<file path="config.mk">
export PLATFORM = sky130hd
export DESIGN_NAME = pfq_top
export DESIGN_NICKNAME = d
export VERILOG_FILES = /design/src/rtl/pfq_pkg.sv /design/src/rtl/pfq_slots.sv /design/src/rtl/pfq_spec.sv /design/src/rtl/pfq_fetch.sv /design/src/rtl/pfq_top.sv
export SDC_FILE = /design/constraint.sdc
export NUM_CORES = 1
export LEC_CHECK = 0
export ABC_AREA = 1
export BUFFER_PORTS_ARGS = -buffer_cell sky130_fd_sc_hd__clkbuf_2
export CORE_ASPECT_RATIO = 1.25
export CORE_UTILIZATION = 52
export CTS_BUF_LIST = sky130_fd_sc_hd__clkbuf_8
export CTS_CLUSTER_SIZE = 20
export DETAILED_ROUTE_END_ITERATION = 8
export MAX_ROUTING_LAYER = met4
export PLACE_DENSITY = 0.78
export SLEW_MARGIN = 20
export SYNTH_ARGS = -nofsm -noshare
export SYNTH_HDL_FRONTEND = slang
export SYNTH_SLANG_ARGS = --single-unit
export TNS_END_PERCENT = 100
</file>
<file path="constraint.sdc">
create_clock -name clk -period 2.9 [get_ports clk]
set_input_delay 0.58 -clock clk [delete_from_list [all_inputs] [get_ports clk]]
set_output_delay 0.58 -clock clk [all_outputs]
set_load 0.01 [all_outputs]
</file>
<file path="src/rtl/pfq_pkg.sv">
package pfq_pkg;
  // what the registered request currently on the memory port is for
  typedef enum logic [1:0] {
    REQ_IDLE = 2'd0,
    REQ_SEQ  = 2'd1,
    REQ_SPEC = 2'd2
  } req_kind_e;

  localparam int WORD_BYTES = 2;
endpackage

</file>
<file path="src/rtl/pfq_slots.sv">
// Ordered word store: slot 0 = head, slot 1 = next, remaining = holding.
module pfq_slots #(
  parameter int DW = 16,
  parameter int N  = 3
) (
  input  logic                     clk,
  input  logic                     rst,
  input  logic                     flush,
  input  logic                     load_en,
  input  logic [DW-1:0]            load_word,
  input  logic                     shift_req,
  input  logic                     wr_en,
  input  logic [DW-1:0]            wr_word,
  output logic [DW-1:0]            head_word,
  output logic                     head_valid,
  output logic [DW-1:0]            next_word,
  output logic                     next_valid,
  output logic [$clog2(N+1)-1:0]   fill
);
  localparam int CW = $clog2(N+1);

  logic [N-1:0]  v_q, sv, put, nv;
  logic [DW-1:0] d_q [N];
  logic [DW-1:0] sd  [N];
  logic [DW-1:0] nd  [N];
  logic          shift;

  assign shift = shift_req & v_q[0];

  for (genvar g = 0; g < N; g++) begin : g_slot
    if (g < N-1) begin : g_mid
      assign sv[g] = shift ? v_q[g+1] : v_q[g];
      assign sd[g] = shift ? d_q[g+1] : d_q[g];
    end else begin : g_tail
      assign sv[g] = shift ? 1'b0 : v_q[g];
      assign sd[g] = d_q[g];
    end
    if (g == 0) begin : g_first
      assign put[g] = wr_en & ~sv[g];
    end else begin : g_rest
      assign put[g] = wr_en & ~sv[g] & sv[g-1];
    end
    assign nv[g] = sv[g] | put[g];
    assign nd[g] = put[g] ? wr_word : sd[g];
  end

  always_ff @(posedge clk) begin
    if (rst) begin
      v_q <= '0;
      for (int i = 0; i < N; i++) d_q[i] <= '0;
    end else if (flush) begin
      v_q    <= {{(N-1){1'b0}}, load_en};
      d_q[0] <= load_word;
    end else begin
      v_q <= nv;
      for (int i = 0; i < N; i++) d_q[i] <= nd[i];
    end
  end

  assign head_word  = d_q[0];
  assign head_valid = v_q[0];
  assign next_word  = d_q[1];
  assign next_valid = v_q[1];
  assign fill       = CW'($countones(v_q));
endmodule

</file>
<file path="src/rtl/pfq_spec.sv">
// Side register for the speculative target word and its address.
module pfq_spec #(
  parameter int AW = 16,
  parameter int DW = 16
) (
  input  logic          clk,
  input  logic          rst,
  input  logic          arm,
  input  logic [AW-1:0] arm_addr,
  input  logic          cap,
  input  logic [DW-1:0] cap_word,
  output logic [AW-1:0] tgt,
  output logic [DW-1:0] word
);
  always_ff @(posedge clk) begin
    if (rst) begin
      tgt  <= '0;
      word <= '0;
    end else begin
      if (arm) tgt  <= arm_addr;
      if (cap) word <= cap_word;
    end
  end
endmodule

</file>
<file path="src/rtl/pfq_fetch.sv">
// Request sequencer: sequential refill, redirect restart, speculative launch.
module pfq_fetch
  import pfq_pkg::*;
#(
  parameter int           AW         = 16,
  parameter int           SLOTS      = 3,
  parameter logic [AW-1:0] RESET_ADDR = '0
) (
  input  logic                        clk,
  input  logic                        rst,
  input  logic                        redir,
  input  logic [AW-1:0]               redir_tgt,
  input  logic                        take,
  input  logic [AW-1:0]               take_tgt,
  input  logic                        arm,
  input  logic [AW-1:0]               arm_addr,
  input  logic [$clog2(SLOTS+1)-1:0]  fill,
  input  logic                        rvalid,
  output logic                        mem_req,
  output logic [AW-1:0]               mem_addr,
  output logic                        seq_wr,
  output logic                        spec_cap
);
  localparam int            OW   = $clog2(SLOTS+3);
  localparam logic [AW-1:0] STEP = AW'(WORD_BYTES);

  req_kind_e     kind_q;
  logic [AW-1:0] fetch_q, addr_q;
  logic          pend_spec_q, pend_kill_q;
  logic [OW-1:0] owed;
  logic          issue;

  assign seq_wr   = rvalid & ~pend_spec_q & ~pend_kill_q;
  assign spec_cap = rvalid &  pend_spec_q & ~pend_kill_q;
  assign owed     = OW'(fill) + OW'(kind_q == REQ_SEQ) + OW'(seq_wr);
  assign issue    = owed < OW'(SLOTS);

  always_ff @(posedge clk) begin
    if (rst) begin
      kind_q      <= REQ_IDLE;
      fetch_q     <= RESET_ADDR & ~AW'(1);
      addr_q      <= '0;
      pend_spec_q <= 1'b0;
      pend_kill_q <= 1'b0;
    end else begin
      pend_spec_q <= (kind_q == REQ_SPEC);
      pend_kill_q <= (kind_q != REQ_IDLE) & (redir | take);
      if (redir) begin
        fetch_q <= redir_tgt;
        kind_q  <= REQ_IDLE;
      end else if (take) begin
        fetch_q <= take_tgt + STEP;
        kind_q  <= REQ_IDLE;
      end else if (arm) begin
        kind_q <= REQ_SPEC;
        addr_q <= arm_addr;
      end else if (issue) begin
        kind_q  <= REQ_SEQ;
        addr_q  <= fetch_q;
        fetch_q <= fetch_q + STEP;
      end else begin
        kind_q <= REQ_IDLE;
      end
    end
  end

  assign mem_req  = (kind_q != REQ_IDLE);
  assign mem_addr = addr_q;
endmodule

</file>
<file path="src/rtl/pfq_top.sv">
module pfq_top #(
  parameter int            AW         = 16,
  parameter int            DW         = 16,
  parameter int            SLOTS      = 3,
  parameter logic [AW-1:0] RESET_ADDR = '0
) (
  input  logic          clk,
  input  logic          rst,
  output logic          mem_req,
  output logic [AW-1:0] mem_addr,
  input  logic          mem_rvalid,
  input  logic [DW-1:0] mem_rdata,
  input  logic          adv,
  input  logic          redir,
  input  logic [AW-1:0] redir_addr,
  input  logic          spec_go,
  input  logic [AW-1:0] spec_addr,
  input  logic          res_go,
  input  logic          res_taken,
  output logic [DW-1:0] head_word,
  output logic          head_valid,
  output logic [DW-1:0] next_word,
  output logic          next_valid
);
  localparam int CW = $clog2(SLOTS+1);

  logic          take, skip, arm, seq_wr, spec_cap;
  logic [AW-1:0] redir_al, spec_al, spec_tgt;
  logic [DW-1:0] spec_word;
  logic [CW-1:0] fill;

  assign redir_al = redir_addr & ~AW'(1);
  assign spec_al  = spec_addr  & ~AW'(1);
  assign take     = res_go &  res_taken & ~redir;
  assign skip     = res_go & ~res_taken & ~redir;
  assign arm      = spec_go & ~redir & ~res_go;

  pfq_fetch #(.AW(AW), .SLOTS(SLOTS), .RESET_ADDR(RESET_ADDR)) u_fetch (
    .clk(clk), .rst(rst),
    .redir(redir), .redir_tgt(redir_al),
    .take(take), .take_tgt(spec_tgt),
    .arm(arm), .arm_addr(spec_al),
    .fill(fill), .rvalid(mem_rvalid),
    .mem_req(mem_req), .mem_addr(mem_addr),
    .seq_wr(seq_wr), .spec_cap(spec_cap)
  );

  pfq_spec #(.AW(AW), .DW(DW)) u_spec (
    .clk(clk), .rst(rst),
    .arm(arm), .arm_addr(spec_al),
    .cap(spec_cap), .cap_word(mem_rdata),
    .tgt(spec_tgt), .word(spec_word)
  );

  pfq_slots #(.DW(DW), .N(SLOTS)) u_slots (
    .clk(clk), .rst(rst),
    .flush(redir | take), .load_en(take), .load_word(spec_word),
    .shift_req(adv | skip),
    .wr_en(seq_wr), .wr_word(mem_rdata),
    .head_word(head_word), .head_valid(head_valid),
    .next_word(next_word), .next_valid(next_valid),
    .fill(fill)
  );
endmodule

</file>
### Word level (Yosys, flattened, before mapping)

Memories as Yosys holds them, arrays and structs flattened.
Cells that the tools add are included.

| word-level totals | value |
|---|---|
| bits in latches | 0 |
| memories kept | 1 |
| output and inout port bits | 51 |
| register bits after elaboration | 70 |
| logic and storage cells | 98 |
| ROM bits | 0 |
| bits in writable memories | 48 |

Memories:

| memory | words | width | rd ports | clocked after Yosys merged registers in | write ports | RTL line | RTL |
|---|---|---|---|---|---|---|---|
| u_slots.d_q | 3 | 16 | 3 | 0 | 3 | pfq_slots.sv:23 | `logic [DW-1:0] d_q [N];` |

| cells by class | value |
|---|---|
| div/mod/pow operators | 0 |
| bitwise operators | 35 |
| multiplexer cells | 29 |
| reduce and logical (&&, ||, !) cells | 11 |
| shift-type cells | 0 |
| order comparisons | 1 |
| multipliers | 0 |
| add/sub/neg operators | 6 |
| eq/ne operators | 4 |

Operators by type and width:

| operator | count |
|---|---|
| $mux 16 | 15 |
| $add 16x2->16 const B | 2 |
| $and 1x1->1 | 17 |
| $mux 1 | 13 |
| $not 1->1 | 9 |
| $or 1x1->1 | 9 |
| $reduce_bool 2->1 | 3 |
| $reduce_and 2->1 | 2 |
| $reduce_or 2->1 | 2 |
| $reduce_or 4->1 | 1 |
| $add 2x1->3 | 1 |
| $add 3x1->3 | 1 |
| $lt 3x2->1 const B | 1 |
| $ne 3x2->1 const B | 1 |
| $reduce_and 3->1 | 1 |
| $reduce_bool 3->1 | 1 |
| $reduce_or 3->1 | 1 |
| $add 1x1->2 | 1 |
| $add 2x1->2 | 1 |
| $eq 2x1->1 const B | 1 |
| $eq 2x2->1 const B | 1 |
| $mux 2 | 1 |
| $ne 2x1->1 const B | 1 |

### Depth between registers and ports, before layout

| logic depth | value |
|---|---|
| depth after elaboration | 11 |
| mapped depth | 15 |
| mapped depth without buffers | 14 |

### Hierarchy

Synthesis repeated with hierarchy kept, for this count alone.

| second synthesis, totals | value |
|---|---|
| cell total of the unflattened synthesis | 841 |
| area total of the unflattened synthesis | 6317.3 um^2 |

Modules (own cells, without submodules):

| module | seq. area each (um^2) | cells an instance | times used | area an instance (um^2) |
|---|---|---|---|---|
| pfq_slots | 1501.4 | 308 | 1 | 2746.4 |
| pfq_fetch | 720.7 | 320 | 1 | 2202.1 |
| pfq_spec | 640.6 | 202 | 1 | 1327.5 |
| pfq_top | 0.0 | 11 | 1 | 41.3 |

### Worst setup path before layout

OpenSTA, ideal clock, no wires.

| path | value |
|---|---|
| path type | input to register |
| from | in mem_rvalid |
| to | reg u_fetch.addr_q[2] (netlist: u_fetch.mem_addr[2]) |
| arrival time | 2982 ps |
| cell stages on the path | 13 |
| data required time | 2826 ps |
| library setup time | 74 ps |
| buffers on the path | 1 |
| setup slack | -156 ps |
| cells stage by stage | inv_1 -> nor3_1 -> inv_1 -> fa_1 -> fa_1 -> inv_1 -> ha_1 -> a21oi_1 -> inv_1 -> a21oi_1 -> clkbuf_1 -> o21ai_0 -> a31oi_1 |

| on the way | value |
|---|---|
| cells in the longest elaborated chain, start to end | 6 |

RTL lines:

| item | RTL line | RTL |
|---|---|---|
| start, declared | pfq_top.sv:11 | `input logic mem_rvalid,` |
| $and 1x1->1 (2 in series) | pfq_fetch.sv:33 | `assign seq_wr = rvalid & ~pend_spec_q & ~pend_kill_q;` |
| $add 3x1->3 | pfq_fetch.sv:35 | `assign owed = OW'(fill) + OW'(kind_q == REQ_SEQ) + OW'(seq_wr);` |
| $lt 3x2->1 | pfq_fetch.sv:36 | `assign issue = owed < OW'(SLOTS);` |
| $reduce_bool 2->1 (no line) | - |  |
| $reduce_and 3->1 (no line) | - |  |
| end signal, assigned | pfq_fetch.sv:56 | `addr_q <= arm_addr;` |
| end signal, assigned | pfq_fetch.sv:59 | `addr_q <= fetch_q;` |
| end, declared | pfq_fetch.sv:28 | `logic [AW-1:0] fetch_q, addr_q;` |

Every way passes these cells.
A chain may end at the register's enable or synchronous reset.

### Worst setup path after layout

| path | value |
|---|---|
| from | in mem_rvalid |
| to | reg u_fetch.addr_q[3] (netlist: u_fetch.mem_addr[3]) |

Same word-level chain as after synthesis.

==> impl_metrics.csv <==
group,metric,value,unit
clock_network,path_clk_slew,70,ps
timing,fin_hold_ws,413,ps
timing,hold_viol_final,0,
power,ir_drop,289,µV
routing,drc,0,
logic_synthesis,synth.distinct_cells,35,
logic_synthesis,synthCells,674,
run_status,status,"completed",
floorplanning,start_util,53.4,%
cells_and_area,diodes,0,
global_routing,grt_max_degree,53,
power,power_frac_clock,37.5,%
setup_path,critPathRequiredTime,3250,ps
cells_and_area,multi_input_comb_area,2220,µm²
timing,drv_slew,0,
floorplanning,dieHeight,118,µm
timing,fin_worst_skew,13.0,ps
global_routing,globalRouteTotalUtil,24.8,%
floorplanning,die_area,11300,µm²
placement,portBuffers,104,
logic_synthesis,yosysSeqAreaShare,50.4,%
min_path,hp-class,"primary input to register",
timing,setup_viol,0,
timing,grt_setup_unrepaired,"false",
placement,gp_congestion,0.957,
routing,dr.pass1.iters,6,
placement,hpwlAfterDp,9.05,mm
cells_and_area,final_cells,896,
logic_synthesis,synth_edf_count,48,
timing,worst_pin_slew,484,ps
clock_network,h-tree-depth,4,
cells_and_area,syn_to_final_growth,15.7,%
timing,fin_ws,122,ps
power,power_frac_comb,13.3,%
timing,tns,0,ps
power,power,3.83,mW
floorplanning,pin_count,107,
logic_synthesis,syn_area_per_cell,8.36,µm²
logic_synthesis,async_reset_ff_share,0,%
setup_path,crit_fanout,8,
logic_synthesis,syn-num-nets,734,
routing,num_vias,5012,
logic_synthesis,ys.flop_type,"dfxtp_1",
power,p_int,2.84,mW
clock_network,hold_buffers,0,
global_routing,grt_pass1_wl,21.1,mm
cells_and_area,fin_nets,811,
timing,timing.final.crit_period,2780,ps
cells_and_area,final_core_util,61.8,%
floorplanning,rows,42,
cells_and_area,seq_area,2840,µm²
global_routing,first_global_vias,4676,
setup_path,startpoint_type,"primary input",
clock_network,cts_tree,"yes",
global_routing,grt_antenna_before_repair,0,
logic_synthesis,ys_ff_latch,118,
floorplanning,fp.coreArea,10600,µm²
routing,first_iter_violations,294,
timing,relSlewSlack,67.7,%
setup_path,endpoint_kind,"register",
logic_synthesis,syn-cell-area,5640,µm²
power,seq_power_share,49.2,%
power,switching_share,25.8,%
cells_and_area,final_area,6520,µm²
power,power_switching,989,µW
global_routing,grt_overflow,0,
routing,wl_per_cell,14.8,µm
clock_network,root_buffer,"clkbuf_8",
power,power_density,587,nW/µm²
placement,place_inst,859,
logic_synthesis,synth_warnings,0,
power,p_leak,2.89,nW
timing,fin_crit_sh,95.8,%
clock_network,cts_buffers,17,
placement,place_area,6070,µm²
routing,viasPerCell,5.59,
placement,place_ws,-249,ps
setup_path,crit_arrival,3130,ps
routing,routed_wl,13.2,mm
timing,fmax,360,MHz
cells_and_area,drive_above_1_share,25.0,%
clock_network,clk_latency,420,ps
routing,antenna_left,0,
clock_network,cts_buffer_depth,2,
run,cap_viol_max_count,0,
floorplanning,die_x,95.1,µm
clock_network,cts_num_sinks,118,
setup_path,crit_type,"primary input to register",
cells_and_area,n_fill_cell,904,
final timing paths:
| path | to | slack, ps | cells past startpoint | startpoint |
|---|---|---|---|---|
| max | u_fetch.mem_addr[3]$_SDFFE_PP0P_ | 120 | 15 | mem_rvalid |
| min | u_spec.tgt[6]$_SDFFE_PP0P_ | 410 | 3 | spec_addr[6] |
| max reg2reg | u_fetch.mem_addr[3]$_SDFFE_PP0P_ | 120 | 13 | u_fetch.pend_kill_q$_SDFF_PP0_ |
| min reg2reg | u_fetch.pend_spec_q$_SDFF_PP0_ | 450 | 1 | u_fetch.kind_q[0]$_SDFF_PP0_ |
worst max-delay path: stages:
cell	delay, ps
clkbuf_2	90
inv_1	60
nor3_4	210
inv_1	100
fa_1	450
fa_1	380
inv_1	60
ha_1	220
a21oi_2	170
inv_2	70
a21oi_4	220
buf_8	160
buf_6	140
o21ai_0	70
a31oi_1	140
power groups by stage:
stage	logic (mW)	clock network (mW)	registers (mW)
3_3_place_gp	0.468	0	1.91
3_5_place_dp	0.481	0	1.92
5_1_grt	0.564	1.53	1.89
6_report	0.508	1.44	1.88
4_1_cts	0.484	1.45	1.88
2_1_floorplan	0.343	0	1.92
per-layer routing:
metal | vias up | GRT usage [%] | routed length, µm
met4 | 0 | 9.38 | 155
met3 | 12 | 5.98 | 956
met5 | - | - | 0
met2 | 246 | 41.8 | 6980
li1 | 2401 | - | -
met1 | 2353 | 27.9 | 5130
cells in the mapped netlist, types with 5 or more instances:
| cell | number | area (µm²) |
|---|---|---|
| nand2_1 | 143 | 537 |
| o21ai_0 | 74 | 370 |
| dfxtp_1 | 70 | 1400 |
| a31oi_1 | 17 | 106 |
| buf_2 | 7 | 35.0 |
| inv_1 | 47 | 176 |
| nand2_2 | 10 | 62.6 |
| a22o_1 | 16 | 140 |
| nand4_1 | 12 | 75.1 |
| clkbuf_1 | 27 | 101 |
| edfxtp_1 | 48 | 1440 |
| nor2_1 | 43 | 161 |
| nand3_1 | 19 | 95.1 |
| nor2_2 | 5 | 31.3 |
| a21oi_1 | 74 | 370 |
| buf_4 | 34 | 255 |
logic make-up (layout without fill, tap and decap cells):
| logic type | after synthesis | count (layout) | synth area share (%) |
|---|---|---|---|
| AO/OA/AOI/OAI | 186 | 186 | 18.2 |
| XOR/XNOR | 3 | 3 | 0.466 |
| buffers and inverters | 122 | 212 | 10.9 |
| adder cells (fa/ha/maj) | 4 | 4 | 1.15 |
| flip-flops | 118 | 118 | 50.4 |
| AND/OR/NAND/NOR | 241 | 241 | 18.8 |
repair_timing:
item,4_1_cts,5_1_grt
endpoints found under the hold margin,0,0
setup endpoints to repair,0,30
buffers inserted,0,4
gates resized for setup,0,12
placed cells by master (no fill, tap or decap), types with 4 or more instances in the layout:
cell | synthesis | final
a22o_1 | 16 | 16
a21oi_1 | 74 | 72
nand2_1 | 143 | 142
nand4_1 | 12 | 12
nor2_1 | 43 | 41
inv_2 | 4 | 5
a31oi_1 | 17 | 16
inv_1 | 47 | 47
clkbuf_8 | 0 | 20
nand2_2 | 10 | 11
edfxtp_1 | 48 | 48
o21ai_0 | 74 | 74
dfxtp_1 | 70 | 69
clkinv_1 | 1 | 5
clkbuf_2 | 0 | 104
clkinv_2 | 0 | 4
buf_4 | 34 | 20
nand3_1 | 19 | 19
nor2_2 | 5 | 7
layout make-up:
| cell class | instances | share of cell area (%) |
|---|---|---|
| timing repair buffer | 128 | 11.0 |
| inverter | 52 | 2.99 |
| sequential | 118 | 43.6 |
| clock inverter | 12 | 1.65 |
| clock buffer | 20 | 4.22 |
| multi-input combinational | 434 | 34.0 |
| tap | 132 | 2.53 |
sequential cells by signal, summed over array words and instances, names as in the netlist:
signal and flops:
u_slots.d_q 48, u_fetch.fetch_q 16, u_fetch.mem_addr 16, u_spec.word 16
u_spec.tgt 15, u_slots.v_q 3, u_fetch.kind_q 2, u_fetch.pend_kill_q 1
u_fetch.pend_spec_q 1
(Power assumes the default switching activity.)
